===== config.mk =====
export PLATFORM = sky130hd
export DESIGN_NAME = bkpt_table
export DESIGN_NICKNAME = d
export VERILOG_FILES = /design/src/rtl/bkpt_pkg.sv /design/src/rtl/bkpt_match.sv /design/src/rtl/bkpt_store.sv /design/src/rtl/bkpt_table.sv
export SDC_FILE = /design/constraint.sdc
export NUM_CORES = 1
export LEC_CHECK = 0
export CORE_MARGIN = 8
export CORE_UTILIZATION = 61
export DETAILED_ROUTE_END_ITERATION = 10
export GPL_ROUTABILITY_DRIVEN = 0
export PLACE_DENSITY = 0.9
export SLEW_MARGIN = 10
export SYNTH_ARGS = -nofsm -noshare
export SYNTH_HDL_FRONTEND = slang
export SYNTH_SLANG_ARGS = --single-unit

===== constraint.sdc =====
create_clock -name clk_i -period 4.2 [get_ports clk_i]
set_input_delay 0.42 -clock clk_i [delete_from_list [all_inputs] [get_ports clk_i]]
set_output_delay 0.42 -clock clk_i [all_outputs]
set_load 0.01 [all_outputs]

===== src/rtl/bkpt_pkg.sv =====
package bkpt_pkg;
  localparam int ADDR_W = 32;
  localparam int KIND_W = 2;

  typedef struct packed {
    logic [ADDR_W-1:0] addr;
    logic [KIND_W-1:0] kind;
  } bkpt_t;
endpackage


===== src/rtl/bkpt_match.sv =====
module bkpt_match
  import bkpt_pkg::*;
#(
  parameter int DEPTH = 8,
  localparam int IDXW = (DEPTH > 1) ? $clog2(DEPTH) : 1,
  localparam int CNTW = $clog2(DEPTH + 1)
) (
  input  bkpt_t [DEPTH-1:0] tbl_i,
  input  logic [CNTW-1:0]   used_i,
  input  logic [ADDR_W-1:0] addr_i,
  input  logic [KIND_W-1:0] kind_i,
  input  logic              use_kind_i,
  output logic              hit_o,
  output logic [IDXW-1:0]   idx_o,
  output logic [KIND_W-1:0] kind_o
);
  logic [DEPTH-1:0] match;

  for (genvar g = 0; g < DEPTH; g++) begin : g_cmp
    assign match[g] = (CNTW'(g) < used_i) && (tbl_i[g].addr == addr_i) &&
                      (!use_kind_i || (tbl_i[g].kind == kind_i));
  end

  // lowest index wins
  always_comb begin
    hit_o = 1'b0;
    idx_o = '0;
    for (int i = DEPTH - 1; i >= 0; i--) begin
      if (match[i]) begin
        hit_o = 1'b1;
        idx_o = IDXW'(i);
      end
    end
  end

  assign kind_o = hit_o ? tbl_i[idx_o].kind : '0;
endmodule


===== src/rtl/bkpt_store.sv =====
module bkpt_store
  import bkpt_pkg::*;
#(
  parameter int DEPTH = 8,
  localparam int IDXW = (DEPTH > 1) ? $clog2(DEPTH) : 1
) (
  input  logic              clk_i,
  input  logic              rst_ni,
  input  logic              wr_en_i,
  input  logic [IDXW-1:0]   wr_idx_i,
  input  bkpt_t             wr_ent_i,
  input  logic              sh_en_i,
  input  logic [IDXW-1:0]   sh_idx_i,
  output bkpt_t [DEPTH-1:0] tbl_o
);
  for (genvar g = 0; g < DEPTH; g++) begin : g_slot
    bkpt_t nxt;
    if (g < DEPTH - 1) begin : g_mid
      assign nxt = tbl_o[g+1];
    end else begin : g_top
      assign nxt = '0;
    end

    always_ff @(posedge clk_i or negedge rst_ni) begin
      if (!rst_ni) begin
        tbl_o[g] <= '0;
      end else if (wr_en_i && (wr_idx_i == IDXW'(g))) begin
        tbl_o[g] <= wr_ent_i;
      end else if (sh_en_i && (sh_idx_i == IDXW'(g))) begin
        tbl_o[g] <= nxt;
      end
    end
  end
endmodule


===== src/rtl/bkpt_table.sv =====
module bkpt_table
  import bkpt_pkg::*;
#(
  parameter int DEPTH = 8,
  localparam int IDXW = (DEPTH > 1) ? $clog2(DEPTH) : 1,
  localparam int CNTW = $clog2(DEPTH + 1)
) (
  input  logic              clk_i,
  input  logic              rst_ni,
  input  logic              add_vld_i,
  input  logic [31:0]       add_addr_i,
  input  logic [1:0]        add_type_i,
  input  logic              rem_vld_i,
  input  logic [31:0]       rem_addr_i,
  input  logic [1:0]        rem_type_i,
  output logic              rem_done_o,
  output logic              rem_hit_o,
  input  logic [31:0]       pc_i,
  output logic [1:0]        pc_type_o,
  output logic [CNTW-1:0]   count_o,
  output logic              busy_o,
  output logic              ovf_o,
  output logic              inv_vld_o,
  output logic [31:0]       inv_addr_o
);
  bkpt_t [DEPTH-1:0] tbl;
  logic [CNTW-1:0]   count_q;
  logic              busy_q;
  logic [IDXW-1:0]   ptr_q;

  logic            r_hit, l_hit;
  logic [IDXW-1:0] r_idx, l_idx;
  logic [1:0]      r_kind;

  logic rem_acc, rem_hit_acc, add_acc, add_ok, add_full;
  logic r_last, ptr_last, sh_en;
  logic [IDXW-1:0] sh_idx;

  // remove wins over add; both blocked while compacting
  assign rem_acc     = rem_vld_i && !busy_q;
  assign add_acc     = add_vld_i && !busy_q && !rem_vld_i && (add_type_i != '0);
  assign add_ok      = add_acc && (count_q != CNTW'(DEPTH));
  assign add_full    = add_acc && (count_q == CNTW'(DEPTH));
  assign rem_hit_acc = rem_acc && r_hit;

  assign r_last   = (CNTW'(r_idx) == count_q - 1'b1);
  assign ptr_last = (CNTW'(ptr_q) == count_q - 1'b1);
  assign sh_en    = (rem_hit_acc && !r_last) || (busy_q && !ptr_last);
  assign sh_idx   = busy_q ? ptr_q : r_idx;

  bkpt_match #(.DEPTH(DEPTH)) u_rem_match (
    .tbl_i     (tbl),
    .used_i    (count_q),
    .addr_i    (rem_addr_i),
    .kind_i    (rem_type_i),
    .use_kind_i(1'b1),
    .hit_o     (r_hit),
    .idx_o     (r_idx),
    .kind_o    (r_kind)
  );

  bkpt_match #(.DEPTH(DEPTH)) u_pc_match (
    .tbl_i     (tbl),
    .used_i    (count_q),
    .addr_i    (pc_i),
    .kind_i    (2'b00),
    .use_kind_i(1'b0),
    .hit_o     (l_hit),
    .idx_o     (l_idx),
    .kind_o    (pc_type_o)
  );

  bkpt_store #(.DEPTH(DEPTH)) u_store (
    .clk_i   (clk_i),
    .rst_ni  (rst_ni),
    .wr_en_i (add_ok),
    .wr_idx_i(IDXW'(count_q)),
    .wr_ent_i('{addr: add_addr_i, kind: add_type_i}),
    .sh_en_i (sh_en),
    .sh_idx_i(sh_idx),
    .tbl_o   (tbl)
  );

  always_ff @(posedge clk_i or negedge rst_ni) begin
    if (!rst_ni) begin
      count_q <= '0;
      busy_q  <= 1'b0;
      ptr_q   <= '0;
    end else if (busy_q) begin
      if (ptr_last) begin
        busy_q  <= 1'b0;
        count_q <= count_q - 1'b1;
      end else begin
        ptr_q <= ptr_q + 1'b1;
      end
    end else if (rem_hit_acc) begin
      if (r_last) begin
        count_q <= count_q - 1'b1;
      end else begin
        busy_q <= 1'b1;
        ptr_q  <= r_idx + 1'b1;
      end
    end else if (add_ok) begin
      count_q <= count_q + 1'b1;
    end
  end

  always_ff @(posedge clk_i or negedge rst_ni) begin
    if (!rst_ni) begin
      inv_vld_o  <= 1'b0;
      inv_addr_o <= '0;
      rem_done_o <= 1'b0;
      rem_hit_o  <= 1'b0;
      ovf_o      <= 1'b0;
    end else begin
      inv_vld_o  <= add_ok || rem_hit_acc;
      rem_done_o <= rem_acc;
      rem_hit_o  <= rem_hit_acc;
      ovf_o      <= add_full;
      if (rem_hit_acc)  inv_addr_o <= rem_addr_i;
      else if (add_ok)  inv_addr_o <= add_addr_i;
    end
  end

  assign count_o = count_q;
  assign busy_o  = busy_q;


  count_bound_chk: assert property (@(posedge clk_i) disable iff (!rst_ni)
    count_q <= CNTW'(DEPTH));


  no_overflow_chk: assert property (@(posedge clk_i) disable iff (!rst_ni)
    ovf_o |-> (count_q == CNTW'(DEPTH)) && !inv_vld_o);


  hit_needs_done_chk: assert property (@(posedge clk_i) disable iff (!rst_ni)
    rem_hit_o |-> rem_done_o && inv_vld_o);


  count_hold_busy_chk: assert property (@(posedge clk_i) disable iff (!rst_ni)
    busy_q |=> (count_q == $past(count_q)) || !busy_q);


  busy_blocks_chk: assert property (@(posedge clk_i) disable iff (!rst_ni)
    busy_q |=> !inv_vld_o && !rem_done_o && !ovf_o);


  lookup_zero_chk: assert property (@(posedge clk_i) disable iff (!rst_ni)
    (count_q == '0) |-> (pc_type_o == 2'b00));
endmodule


==> results of run 1 <==
-- synthesized netlist by cell type (all sizes together) (34+ instances only) --
cell	count
a21oi	47
buf	68
clkbuf	127
dfrtp	316
mux2	334
mux2i	53
nand2	329
nand3b	38
nand4	134
nor2	34
nor3	39
nor4	104
xnor2	250
xor2	288
-- timing repair --
action	CTS
gates resized for setup	60
setup buffers	4
setup endpoints to repair	274
pin swaps	10
gates cloned	1
-- kinds of logic after synthesis --
family	after synthesis	share of synthesized area (%)
simple gates	777	16.9
xor+xnor	538	19.8
mux	387	19.4
flops	316	33.2
buf+inv	222	4.95
compound gates	163	5.00
fa+ha+maj	14	0.735
-- metrics by stage --
| step | utilization (%) | std cells | instance area (µm²) |
|---|---|---|---|
| floorplan | - | 2417 | 23800 |
| CTS | 76.9 | 3323 | 29700 |
| global placement | 73.1 | 3254 | 28200 |
| detailed placement | 73.1 | 3254 | 28200 |
-- layer usage --
layer | global-route usage, % | GRT overflow
met3 | 51.2 | 0
met1 | 58.8 | 0
met2 | 72.0 | 17
met4 | 49.6 | 20
met5 | 32.5 | 0
==> metrics, run 1 <==
Syn Inst Count 2,417; Longest Clk Path Bufs 3; starting density of the core 61.7%; Run Error [ERROR GRT-0116] Global routing finished with congestion. Check the congestion regions in the DRC Viewer.; clk root buf clkbuf_16; most used flip-flop cell after synthesis dfrtp_1; Detailed Place HPWL 79.2 mm; largest area contributor in the netlist dfrtp_1; I/O pins 147; stopping stage global routing; total grt overflow 37; htree depth 2; CTS Hold Bufs 0; Yosys cell types 69; status aborted with a tool error; Mapped Area 23,800 µm²; number of synthesized flops with an enable pin 0; Place WS -0.844 ns; Die Span X 214 µm; share of the synthesized area in the top cell type 33.2%; count of synthesis-stage warnings from yosys 0; synth top area cells dfrtp_1 (33%), mux2_2 (11%), xor2_1 (11%); syn nets 2,535; clock sink total 316; Rows 72; Seq/Total Area, Yosys 33.2%; largest net degree at the start of global routing 126; global-route wire length before repair 194 mm; ys async rst share 100%; vias in the first global route 27,800; die height 214 µm; Yosys reg bits 316; count of input and output buffers 146; total CTS buffers 36; GRT Util Overall 59.0%; Mapped Avg Cell Area 9.86 µm²
==> run 2, diff against run 1 <==
- CORE_UTILIZATION: 61 -> 40
- PLACE_DENSITY: 0.9 -> default
- PLACE_DENSITY_LB_ADDON: default -> 0.15
==> run 2 against run 1 <==
The flow now finishes, with violations (setup timing). Synthesized cell count did not move. Area after synthesis did not move.
==> metrics, run 2 <==
status finished with violations (was aborted with a tool error); failing checks setup timing; die height 260 µm (was 214 µm); Detailed Place HPWL 87.3 mm (was 79.2 mm); Final Max Slew Viols 0; footprint of the multi-input gates 15,100 µm²; GRT Util Overall 32.1%; Biggest register u_store.tbl_o; PwrDens 572 nW/µm²; drt first pass iters 8; Final Worst Setup Slack -0.00413 ns; worst-skew pair later-pin latency 0.59 ns; worst slack on hold paths 0.478 ns; largest area contributor in the netlist dfrtp_1 (unchanged); htree depth 2 (unchanged); global-route wire length before repair 159 mm; Vias/cell 6.09; Seq/Total Area, Yosys 33.2% (unchanged); CP max FO 5; unrepaired setup endpoints after global routing yes; commonest non-fill, non-tap cell in the layout buf_4; CP Capture Type output pin; TritonCTS clock tree built; max reg flops 272; clock sink total 316 (unchanged); Rel. slew slack 30.9%; total grt overflow 0; Lkg Pwr 14.6 nW; Syn Inst Count 2,417 (unchanged); Die Span X 260 µm (was 214 µm); vias post-DR 22,200; most used flip-flop cell after synthesis dfrtp_1 (unchanged); total CTS buffers 40 (was 36); syn nets 2,535 (unchanged); worst r2r dst u_store.tbl_o[235]; Worst-path clk slew 0.05 ns; count of input and output buffers 146 (unchanged); count leader, synth nand2_1 (unchanged); Final ANT Viol Nets 0; hold endpoint inv_addr_o[16]; Worst setup SP type input pin; number of synthesized flops with an enable pin 0 (unchanged); Final Hold Viols 0; starting density of the core 40.5% (was 61.7%); Worst Clk Skew 0.0173 ns; diode count 0; peak supply drop 0.322 mV; Post-CTS Setup Bufs 0 (was 4); DP Area 29,300 µm² (was 28,200 µm²); Worst Tran Pin Value 1.02 ns; ys async rst share 100% (unchanged); CP Data Arrival Time 3.78 ns; final instance count without filler cells 3,648; Final Cell Area 30,900 µm²; most frequent cells in the layout buf_4 (373), nand2_1 (323), dfrtp_1 (313); Longest Clk Path Bufs 3 (unchanged); WS Path Type in -> out; Mapped Avg Cell Area 9.86 µm² (unchanged); Yosys reg bits 316 (unchanged); Fmax achieved 0.238 GHz; share of the synthesized area in the top cell type 33.2% (unchanged); Crit path required time 3.78 ns; Setup-failing EPs final 1; Rows 89 (was 72); WL/cell 30.7 µm; core area 58,900 µm²; Mapped Area 23,800 µm² (unchanged); drt total wl 112 mm; vias in the first global route 22,700; Reg2Reg Depth 16; Iter 0 DRT Violations 2,628; clk root buf clkbuf_16 (unchanged); DP Cell Count 3,577 (was 3,254); Final min period 4.20 ns; largest net degree at the start of global routing 104; MaxCap Viol Count 0; area grow syn2layout 29.8%; FF/Latch Area 7910 µm²; count of synthesis-stage warnings from yosys 0 (unchanged); # fillers 5,324; Hold Path Origin inv_addr_o[16]; hold path depth 2; layout cells sized above 1 31.5%; synth top area cells dfrtp_1 (33%), mux2_2 (11%), xor2_1 (11%) (unchanged); Die ar. 67,600 µm²; initial antenna violation count 0; Reg2Reg Setup Slack 0.07 ns; RR Startpoint count_o[0]; final net count 2,965; final period utilization 100%; DRC Markers 0; Yosys cell types 69 (unchanged); Synth top cells by count nand2_1 (329), dfrtp_1 (316), xor2_1 (288) (unchanged); min-delay worst type reg -> reg; I/O pins 147 (unchanged)
[run 2: what timing repair did]
action,CTS,global route
pin swaps,0,6
gates resized for setup,23,52
hold buffers,1,0
gates cloned,0,0
hold endpoints to repair,20,0
setup endpoints to repair,23,254
[run 2: kinds of logic (layout without fill, tap and decap cells)]
| logic type | after synthesis | count (layout) | share of synthesized area (%) |
|---|---|---|---|
| flops | 316 | 316 | 33.2 |
| simple gates | 777 | 777 | 16.9 |
| xor+xnor | 538 | 538 | 19.8 |
| fa+ha+maj | 14 | 14 | 0.735 |
| buf+inv | 222 | 680 | 4.95 |
| compound gates | 163 | 163 | 5.00 |
| mux | 387 | 387 | 19.4 |
[run 2: worst max-delay path, stage by stage]
cell and delay (ns):
clkdlybuf4s50_1 0.45, buf_12 0.17, buf_4 0.17, xor2_1 0.19
buf_4 0.17, nor4_1 0.35, nand4_1 0.19, nor3_2 0.27
buf_4 0.20, o21ai_1 0.14, buf_4 0.18, a21oi_1 0.14
nor3_1 0.06, o41ai_1 0.35, dlygate4sd2_1 0.31
[run 2: final cells by class]
| type | count | area share (%) |
|---|---|---|
| Clock buffer | 55 | 3.62 |
| Clock inverter | 15 | 0.692 |
| Inverter | 27 | 0.328 |
| Multi-Input combinational cell | 1879 | 48.8 |
| Sequential cell | 316 | 25.6 |
| Tap cell | 773 | 3.13 |
| Timing Repair Buffer | 583 | 17.9 |
[run 2: per-stage QoR]
stage                     power, mW  TNS (ns)  worst slack (ns)  utilization (%)
after global placement         13.4   -116.13            -0.546             49.7
after CTS                      17.3  -0.00639          -0.00639             52.1
after floorplan                9.53         0             0.370                -
after detailed placement       13.6   -121.46            -0.564             49.7
final                          17.7  -0.00413          -0.00413             52.5
after global routing           18.2    -0.201           -0.0768             52.5
[run 2: where the power goes]
| group | switching (mW) | leakage (nW) | internal (mW) |
|---|---|---|---|
| Clock | 1.43 | 0.654 | 2.17 |
| Combinational | 4.11 | 9.74 | 4.03 |
| Sequential | 1.92 | 4.18 | 4.01 |
[run 2: how the worst max path moves through the flow]
stage                         from                 end  slack [ns]  cells past startpoint
CTS                     count_o[0]        pc_type_o[1]      -0.006                     15
floorplan               count_o[0]  u_store.tbl_o[115]        0.37                     20
global placement    rem_addr_i[27]   u_store.tbl_o[35]       -0.55                     17
finish                    pc_i[29]        pc_type_o[0]      -0.004                     15
detailed placement  rem_addr_i[27]   u_store.tbl_o[61]       -0.56                     17
global route              pc_i[24]        pc_type_o[1]       -0.08                     16
[run 2: layer usage]
layer  track usage, %  share of wire (%)
met3             7.64                9.9
met1             41.5                 40
met5                0                  0
met2             48.0                 43
met4             19.9                7.6
(Power assumes the default switching activity.)
